**src/rtl/iommu_xlate.sv**
```systemverilog
module iommu_xlate #(
  parameter int          CFG_AW     = 18,
  parameter logic [17:0] REG_BASE   = 18'h20300,
  parameter logic [63:0] LOW_OFFSET = 64'h0
) (
  input  logic              clk,
  input  logic              rst_n,
  input  logic              cfg_we,
  input  logic [CFG_AW-1:0] cfg_addr,
  input  logic              cfg_wide,
  input  logic [63:0]       cfg_wdata,
  output logic [63:0]       cfg_rdata,
  input  logic              req_valid,
  input  logic [63:0]       req_addr,
  output logic              req_busy,
  output logic              mem_req_valid,
  output logic [63:0]       mem_req_addr,
  input  logic              mem_rsp_valid,
  input  logic [63:0]       mem_rsp_data,
  output logic              rsp_valid,
  output logic [63:0]       rsp_iova,
  output logic [63:0]       rsp_paddr,
  output logic [11:0]       rsp_page_mask,
  output logic              rsp_fault,
  output logic [1:0]        rsp_perm
);
  localparam int NREG = 5;
  localparam int RIW  = $clog2(NREG);
  localparam int WW   = CFG_AW - 3;
  localparam logic [WW-1:0] BASE_W = REG_BASE[CFG_AW-1:3];
  localparam int R_WBASE = 0, R_WMASK = 1, R_DIR = 4;

  typedef enum logic [1:0] {S_IDLE, S_ISSUE, S_WAIT} st_t;
  st_t state;

  logic [63:0] regs_v [NREG];
  wire [WW-1:0] word   = cfg_addr[CFG_AW-1:3];
  wire [WW-1:0] rel    = word - BASE_W;
  wire          in_map = (word >= BASE_W) && (rel < WW'(NREG));

  for (genvar g = 0; g < NREG; g++) begin : gen_reg
    logic [63:0] q;
    always_ff @(posedge clk) begin
      if (!rst_n) q <= '0;
      else if (cfg_we && in_map && rel == WW'(g)) begin
        if (cfg_wide)         q <= cfg_wdata;
        else if (cfg_addr[2]) q[63:32] <= cfg_wdata[31:0];
        else                  q[31:0]  <= cfg_wdata[31:0];
      end
    end
    assign regs_v[g] = q;
  end

  wire [63:0] sel_q = in_map ? regs_v[rel[RIW-1:0]] : 64'h0;
  assign cfg_rdata = cfg_wide ? sel_q
                   : {32'h0, cfg_addr[2] ? sel_q[63:32] : sel_q[31:0]};

  wire [63:0] page     = {req_addr[63:12], 12'h0};
  wire        win_en   = regs_v[R_WBASE][0];
  wire [63:0] win_base = {regs_v[R_WBASE][63:1], 1'b0};
  wire        hit      = win_en && ((page & regs_v[R_WMASK]) == win_base);
  wire [63:0] byp_addr = (page <= 64'hFFFF_FFFF) ? page + LOW_OFFSET : page;
  wire [63:0] fetch_at = regs_v[R_DIR] + {9'h0, req_addr[63:12], 3'b000};

  logic [63:0] fetch_q;
  assign req_busy      = (state != S_IDLE);
  assign mem_req_valid = (state == S_ISSUE);
  assign mem_req_addr  = fetch_q;
  assign rsp_page_mask = 12'hfff;

  always_ff @(posedge clk) begin
    if (!rst_n) begin
      state     <= S_IDLE;
      fetch_q   <= '0;
      rsp_valid <= 1'b0;
      rsp_iova  <= '0;
      rsp_paddr <= '0;
      rsp_fault <= 1'b0;
      rsp_perm  <= 2'b00;
    end else begin
      rsp_valid <= 1'b0;
      case (state)
        S_IDLE: if (req_valid) begin
          rsp_iova <= page;
          if (hit) begin
            fetch_q <= fetch_at;
            state   <= S_ISSUE;
          end else begin
            rsp_valid <= 1'b1;
            rsp_paddr <= byp_addr;
            rsp_fault <= 1'b0;
            rsp_perm  <= 2'b11;
          end
        end
        S_ISSUE: state <= S_WAIT;
        S_WAIT: if (mem_rsp_valid) begin
          rsp_valid <= 1'b1;
          state     <= S_IDLE;
          if (mem_rsp_data[63]) begin
            rsp_paddr <= {1'b0, mem_rsp_data[62:12], 12'h0};
            rsp_fault <= 1'b0;
            rsp_perm  <= 2'b11;
          end else begin
            rsp_paddr <= '0;
            rsp_fault <= 1'b1;
            rsp_perm  <= 2'b00;
          end
        end
        default: state <= S_IDLE;
      endcase
    end
  end
endmodule

```
**config.mk**
```make
export PLATFORM = sky130hd
export DESIGN_NAME = iommu_xlate
export DESIGN_NICKNAME = d
export VERILOG_FILES = /design/src/rtl/iommu_xlate.sv
export SDC_FILE = /design/constraint.sdc
export NUM_CORES = 1
export LEC_CHECK = 0
export ABC_CLOCK_PERIOD_IN_PS = 4670
export BUFFER_PORTS_ARGS = -buffer_cell sky130_fd_sc_hd__buf_2
export CORE_MARGIN = 3
export CORE_UTILIZATION = 56
export CTS_CLUSTER_SIZE = 20
export DETAILED_ROUTE_END_ITERATION = 16
export GPL_ROUTABILITY_DRIVEN = 0
export PLACE_DENSITY = 0.79
export SYNTH_ARGS = -nofsm -noshare
export SYNTH_HDL_FRONTEND = slang
export SYNTH_SLANG_ARGS = --single-unit
```
**constraint.sdc**
```tcl
create_clock -name clk -period 4.67 [get_ports clk]
set_clock_uncertainty 0.2 [all_clocks]
set_input_delay 0.934 -clock clk [delete_from_list [all_inputs] [get_ports clk]]
set_output_delay 0.934 -clock clk [all_outputs]
set_load 0.03 [all_outputs]
```
Yosys cells after proc, flatten, opt, wreduce, memory -nomap -nowiden
Cells that the tools add are included.

cells by class
  reductions and logical operators = 27
  muxes and demuxes = 32
  $add $sub $neg = 2
  equality and inequality tests = 12
  bitwise logic cells = 2
  magnitude comparators = 3

operators with widths
  kind                                                                     count
  64-bit two-way mux                                                       8
  64-bit binary-select mux with 3-bit select                               1
  64-bit one-hot mux with 2 select lines                                   1
  32-bit two-way mux                                                       3
  64-bit by 55-bit adder with 64-bit output                                1
  64-bit bitwise AND                                                       1
  64-bit equality test                                                     1
  63-bit two-way mux                                                       1
  15-bit by 2-bit equality test with 1-bit output (second input constant)  2
  2-bit AND reduction                                                      11
  15-bit by 1-bit equality test with 1-bit output (second input constant)  1
  15-bit by 3-bit equality test with 1-bit output (second input constant)  1
  15-bit greater-or-equal comparator (second input constant)               1
  15-bit logical NOT                                                       1
  15-bit by 3-bit < comparator with 1-bit output (second input constant)   1
  15-bit subtractor (second input constant)                                1
  2-bit two-way mux                                                        7
  1-bit logical AND                                                        8
  2-bit != test (second input constant)                                    4
  1-bit two-way mux                                                        7
  2-bit one-hot mux with 3 select lines                                    1
  3-bit AND reduction                                                      2
  2-bit nonzero test                                                       3
  4-bit greater-or-equal comparator (second input constant)                1
  other kinds (8)                                                          9

storage, ports and cells
  register bits after elaboration = 506
  output and inout bits = 274
  bits of input ports = 216

Logic depth before layout (Yosys ltp)
  word-level depth = 8
  depth in mapped cells = 13
  mapped depth without buffers = 11

Least setup slack after synthesis
No wires, ideal clock.

  kind = input to output
  start point = input cfg_addr[3]
  end point = output cfg_rdata[10]
  arrival = 3494 ps
  stages = 7
  path buffers = 4
  path slack = 42 ps
  cells stage by stage = clkbuf_1 -> buf_1 -> clkbuf_1 -> buf_1 -> mux4_2 -> a221oi_1 -> a211oi_1

between the ends
  cells in the longest elaborated chain, start to end = 8
  elaborated cells on any way between the ends = 11

ends and longest elaborated chain
  element                                                    RTL line  RTL
  start, declared                                            9         input logic [CFG_AW-1:0] cfg_addr,
  branches (longest 5 deep; another with 15-bit subtractor)  --
  64-bit two-way mux *                                       54        wire [63:0] sel_q = in_map ? regs_v[rel[RIW-1:0]] : 64'h0;
  32-bit two-way mux                                         56        : {32'h0, cfg_addr[2] ? sel_q[63:32] : sel_q[31:0]};
  64-bit two-way mux *                                       55        assign cfg_rdata = cfg_wide ? sel_q
  end, declared                                              12        output logic [63:0] cfg_rdata,

Every way passes the cells marked *. The select of a mux whose other input is x is not followed.

Final worst setup path
  start point = input cfg_addr[3]
  end point = output cfg_rdata[19]

Same word-level chain as after synthesis.

==> summary.txt <==
STA
  • Slew margin rel.: 0.3153
  • Tcrit/Tclk final: 0.9875
  • Setup-failing EPs final: 0
  • Unrepaired setup endpoints after global routing: no
  • Setup TNS: 0 ns
  • Worst slew pin tran: 1.021 ns
  • FMAX: 0.2168 GHz
  • Fin crit period: 4.612 ns
  • Slew Limit Fails: 0
  • Final Hold Fails: 0

Finish
  • Share of cells above drive strength 1: 0.2172
  • Final std cells w/o fill: 3978
  • Layout overhead on the synthesized area: 16.48%
  • Final core occ: 0.6663
  • Fillers: 3597
  • Total Nets Final: 3612

Worst setup path
  • Worst Path Arrival: 3.48 ns
  • Setup crit end: cfg_rdata[19]
  • RR Startpoint: gen_reg[4].q[3]
  • CP Launch Type: primary input
  • Worst path cell trace: buf_4, nor3_2, buf_4, a221oi_1, a211oi_1, buf_2
  • Worst Path Required: 3.54 ns
  • Reg2Reg Setup Slack: 0.90 ns
  • Critical path's largest stage delay: 0.85 ns
  • Critical path's top delay family: buffers and inverters
  • Critical Path Source: cfg_addr[3]
  • Crit Path Class: primary input to primary output
  • Reg2Reg Capture Point: mem_req_addr[51]
  • Setup crit end kind: primary output
  • CP max stage cell: nor3_2
  • R2R depth: 12
  • CP max FO: 17
  • Total stage count of the critical path: 6
  • Critical path buffers and inverters: 3
  • Crit-path most repeated cell: buf_4

Detailed routing
  • Drt drc: 0
  • Post-route ant nets: 0
  • Via count: 25760
  • Routed vias/inst: 6.474
  • Wire length per cell: 24.15 um
  • Drt pass-1 iters: 7
  • Final WL: 96070 um
  • DR iter-0 viols: 3168

GRT
  • Vias in the first global route: 23640
  • Largest net degree at the start of global routing: 178
  • Grt ovf: 0
  • First-pass GRT wire length: 140500 um
  • Initial antenna violation count: 12
  • Total GRT Usage: 0.3785

Power
  • Power after layout: 9.355 mW
  • Leakage: 13.10 nW
  • Pwr/cell area: 314.1 nW/um^2
  • Peak supply drop: 259.6 uV

Clocking
  • Root buf cell: clkbuf_16
  • TritonCTS buffer count: 51
  • Sink Count: 493
  • Post-cts gate resize count: 0
  • CTS tree: done
  • Clock-pin slew on the worst setup and hold paths: 0.06 ns
  • CTS Hold Bufs: 0
  • Worst-Skew Late Latency: 0.61 ns
  • # Post-CTS Setup Buffers: 0
  • Number of H-tree levels: 2
  • Clock Path Buffers: 3

Job
  • Max Cap Viol: 0

Place
  • Number of port buffers: 427
  • Post-DP HPWL: 70370 um
  • Dpl cells: 3881

Synth
  • Seq/Total Area, Yosys: 0.3859
  • Syn Inst Count: 3027
  • Synthesized area per cell: 8.448 um^2
  • Top cells by area, synth: dfxtp_1 39%, nor2_1 7.8%, mux2i_1 7.5%, a21oi_1 6.5%, a211oi_1 6.1%
  • Yosys cell types: 75
  • Synth top area share: 0.3859
  • Area leader, netlist: dfxtp_1
  • Post-synthesis register bit count: 493
  • Top_reg_cell synth: dfxtp_1
  • Fraction of registers with async set/reset: 0
  • Cell Area, Synth: 25570 um^2
  • Yosys warns: 0
  • EDFF count, synth: 0

Die
  • Rows: 77
  • Core box area: 44700 um^2
  • Io pins: 490
  • Chip Width: 219.7 um
  • Die area: 48260 um^2
  • Die extent in y: 219.7 um
  • Starting density of the core: 0.5720

Status
  • Status: completed

Min path
  • Hold Path Class: flop to flop
[metal layers]
metal | global-route usage | vias to the layer above | part of all wire
met3 | 0.1051 | 340 | 0.13
met4 | 0.2151 | 10 | 0.065
met5 | 0 | - | 0.00065
li1 | - | 11480 | -
met1 | 0.4846 | 12070 | 0.37
met2 | 0.5755 | 1856 | 0.43
[kinds of logic (layout without fill, tap and decap cells)]
| logic type | Yosys count | count (layout) | share of synthesized area |
|---|---|---|---|
| buf+inv | 306 | 624 | 0.05558 |
| simple gates | 1024 | 1024 | 0.1752 |
| compound gates | 813 | 813 | 0.2078 |
| other cells | 2 | 43 | 0.0002937 |
| fa+ha+maj | 54 | 54 | 0.02672 |
| flops | 493 | 493 | 0.3859 |
| mux | 287 | 287 | 0.1320 |
| xor+xnor | 48 | 48 | 0.01644 |
[cells in the mapped netlist (6+ instances only)]
cell type,n
a21boi_0,10
a211oi_1,208
buf_1,7
a221oi_1,35
o21bai_1,13
buf_2,26
o211ai_1,8
nor2_1,529
inv_1,25
or3_1,9
xnor2_1,25
nand3_1,30
dfxtp_1,493
nor2b_1,6
o21ai_1,12
nand3b_1,6
and3b_1,9
o22a_1,8
mux2i_1,191
xor2_1,23
nand2_1,258
o221a_2,30
nor3_1,24
clkbuf_1,190
nand4_1,28
mux4_2,34
a21oi_1,334
o21ai_0,50
a31oi_1,11
buf_4,46
or4_1,6
buf_6,9
and2_1,8
ha_1,53
mux2_2,62
o221ai_1,8
a21o_1,37
and3_1,77
nor4_1,8
nand2b_1,8
[cell type report]
type                            instances  area, um^2  share of cell area
Inverter                               28       112.6            0.003781
Clock inverter                         16       182.7            0.006133
Sequential cell                       493        9869              0.3313
Tap cell                              592       740.7             0.02487
Antenna cell                            7       17.52           0.0005881
Clock buffer                           74        1473             0.04944
Timing Repair Buffer                  506        2935             0.09855
Multi-Input combinational cell       2262       14460              0.4853
[report_power, final]
part / switching, mW / total [mW] / internal [mW]
Clock: 1.73 / 4.09 / 2.35
Combinational: 0.716 / 0.988 / 0.271
Sequential: 0.0258 / 4.28 / 4.26
[registers in the layout, summed over array words and instances, names as in the netlist]
name          cells
rsp_paddr        52
rsp_iova         52
mem_req_addr     64
state             2
gen.q           320
rsp_valid         1
rsp_fault         1
rsp_perm          1
[how the worst min path moves through the flow]
stage / start / to / cells after the start
4_1_cts: rsp_iova[21] / rsp_iova[21] / 2
2_1_floorplan: gen_reg[4].q[0] / gen_reg[4].q[0] / 2
3_3_place_gp: rsp_iova[60] / rsp_iova[60] / 2
3_5_place_dp: rsp_iova[21] / rsp_iova[21] / 2
6_report: rsp_iova[63] / rsp_iova[63] / 2
5_1_grt: rsp_iova[21] / rsp_iova[21] / 2
[tightest hold or removal path, stage by stage (launching register included)]
cell and delay, ns:
dfxtp_1 0.31, nand2_1 0.05, a21oi_1 0.05
[cell usage in the layout (no fill, tap or decap), types with 9 or more instances in the layout]
| cell type | count |
|---|---|
| ha_1 | 53 |
| mux2i_1 | 191 |
| dfxtp_1 | 493 |
| nor2_1 | 528 |
| nand3_1 | 30 |
| nand4_1 | 28 |
| o21bai_1 | 13 |
| clkbuf_16 | 51 |
| inv_1 | 25 |
| buf_4 | 65 |
| nand2_1 | 256 |
| clkbuf_8 | 11 |
| clkbuf_1 | 12 |
| mux2_2 | 62 |
| a21oi_1 | 334 |
| o21ai_0 | 50 |
| xor2_1 | 23 |
| or3_1 | 9 |
| buf_2 | 425 |
| nor3_1 | 22 |
| a21o_1 | 37 |
| a221oi_1 | 35 |
| buf_12 | 16 |
| a31oi_1 | 11 |
| a211oi_1 | 208 |
| a21boi_0 | 10 |
| mux4_2 | 34 |
| o21ai_1 | 12 |
| and3_1 | 75 |
| conb_1 | 36 |
| o221a_2 | 30 |
| xnor2_1 | 25 |
[stage by stage]
stage               worst slack (ns)  hold WS [ns]  area (um^2)
finish                       0.05850        0.2515        29790
global route                 0.09107        0.2670        29780
CTS                           0.2769        0.2527        29770
detailed placement            0.2782        0.2443        28110
global placement              0.3091        0.2383        28110
floorplan                    0.04170        0.2491        25700
(Power assumes the default switching activity.)
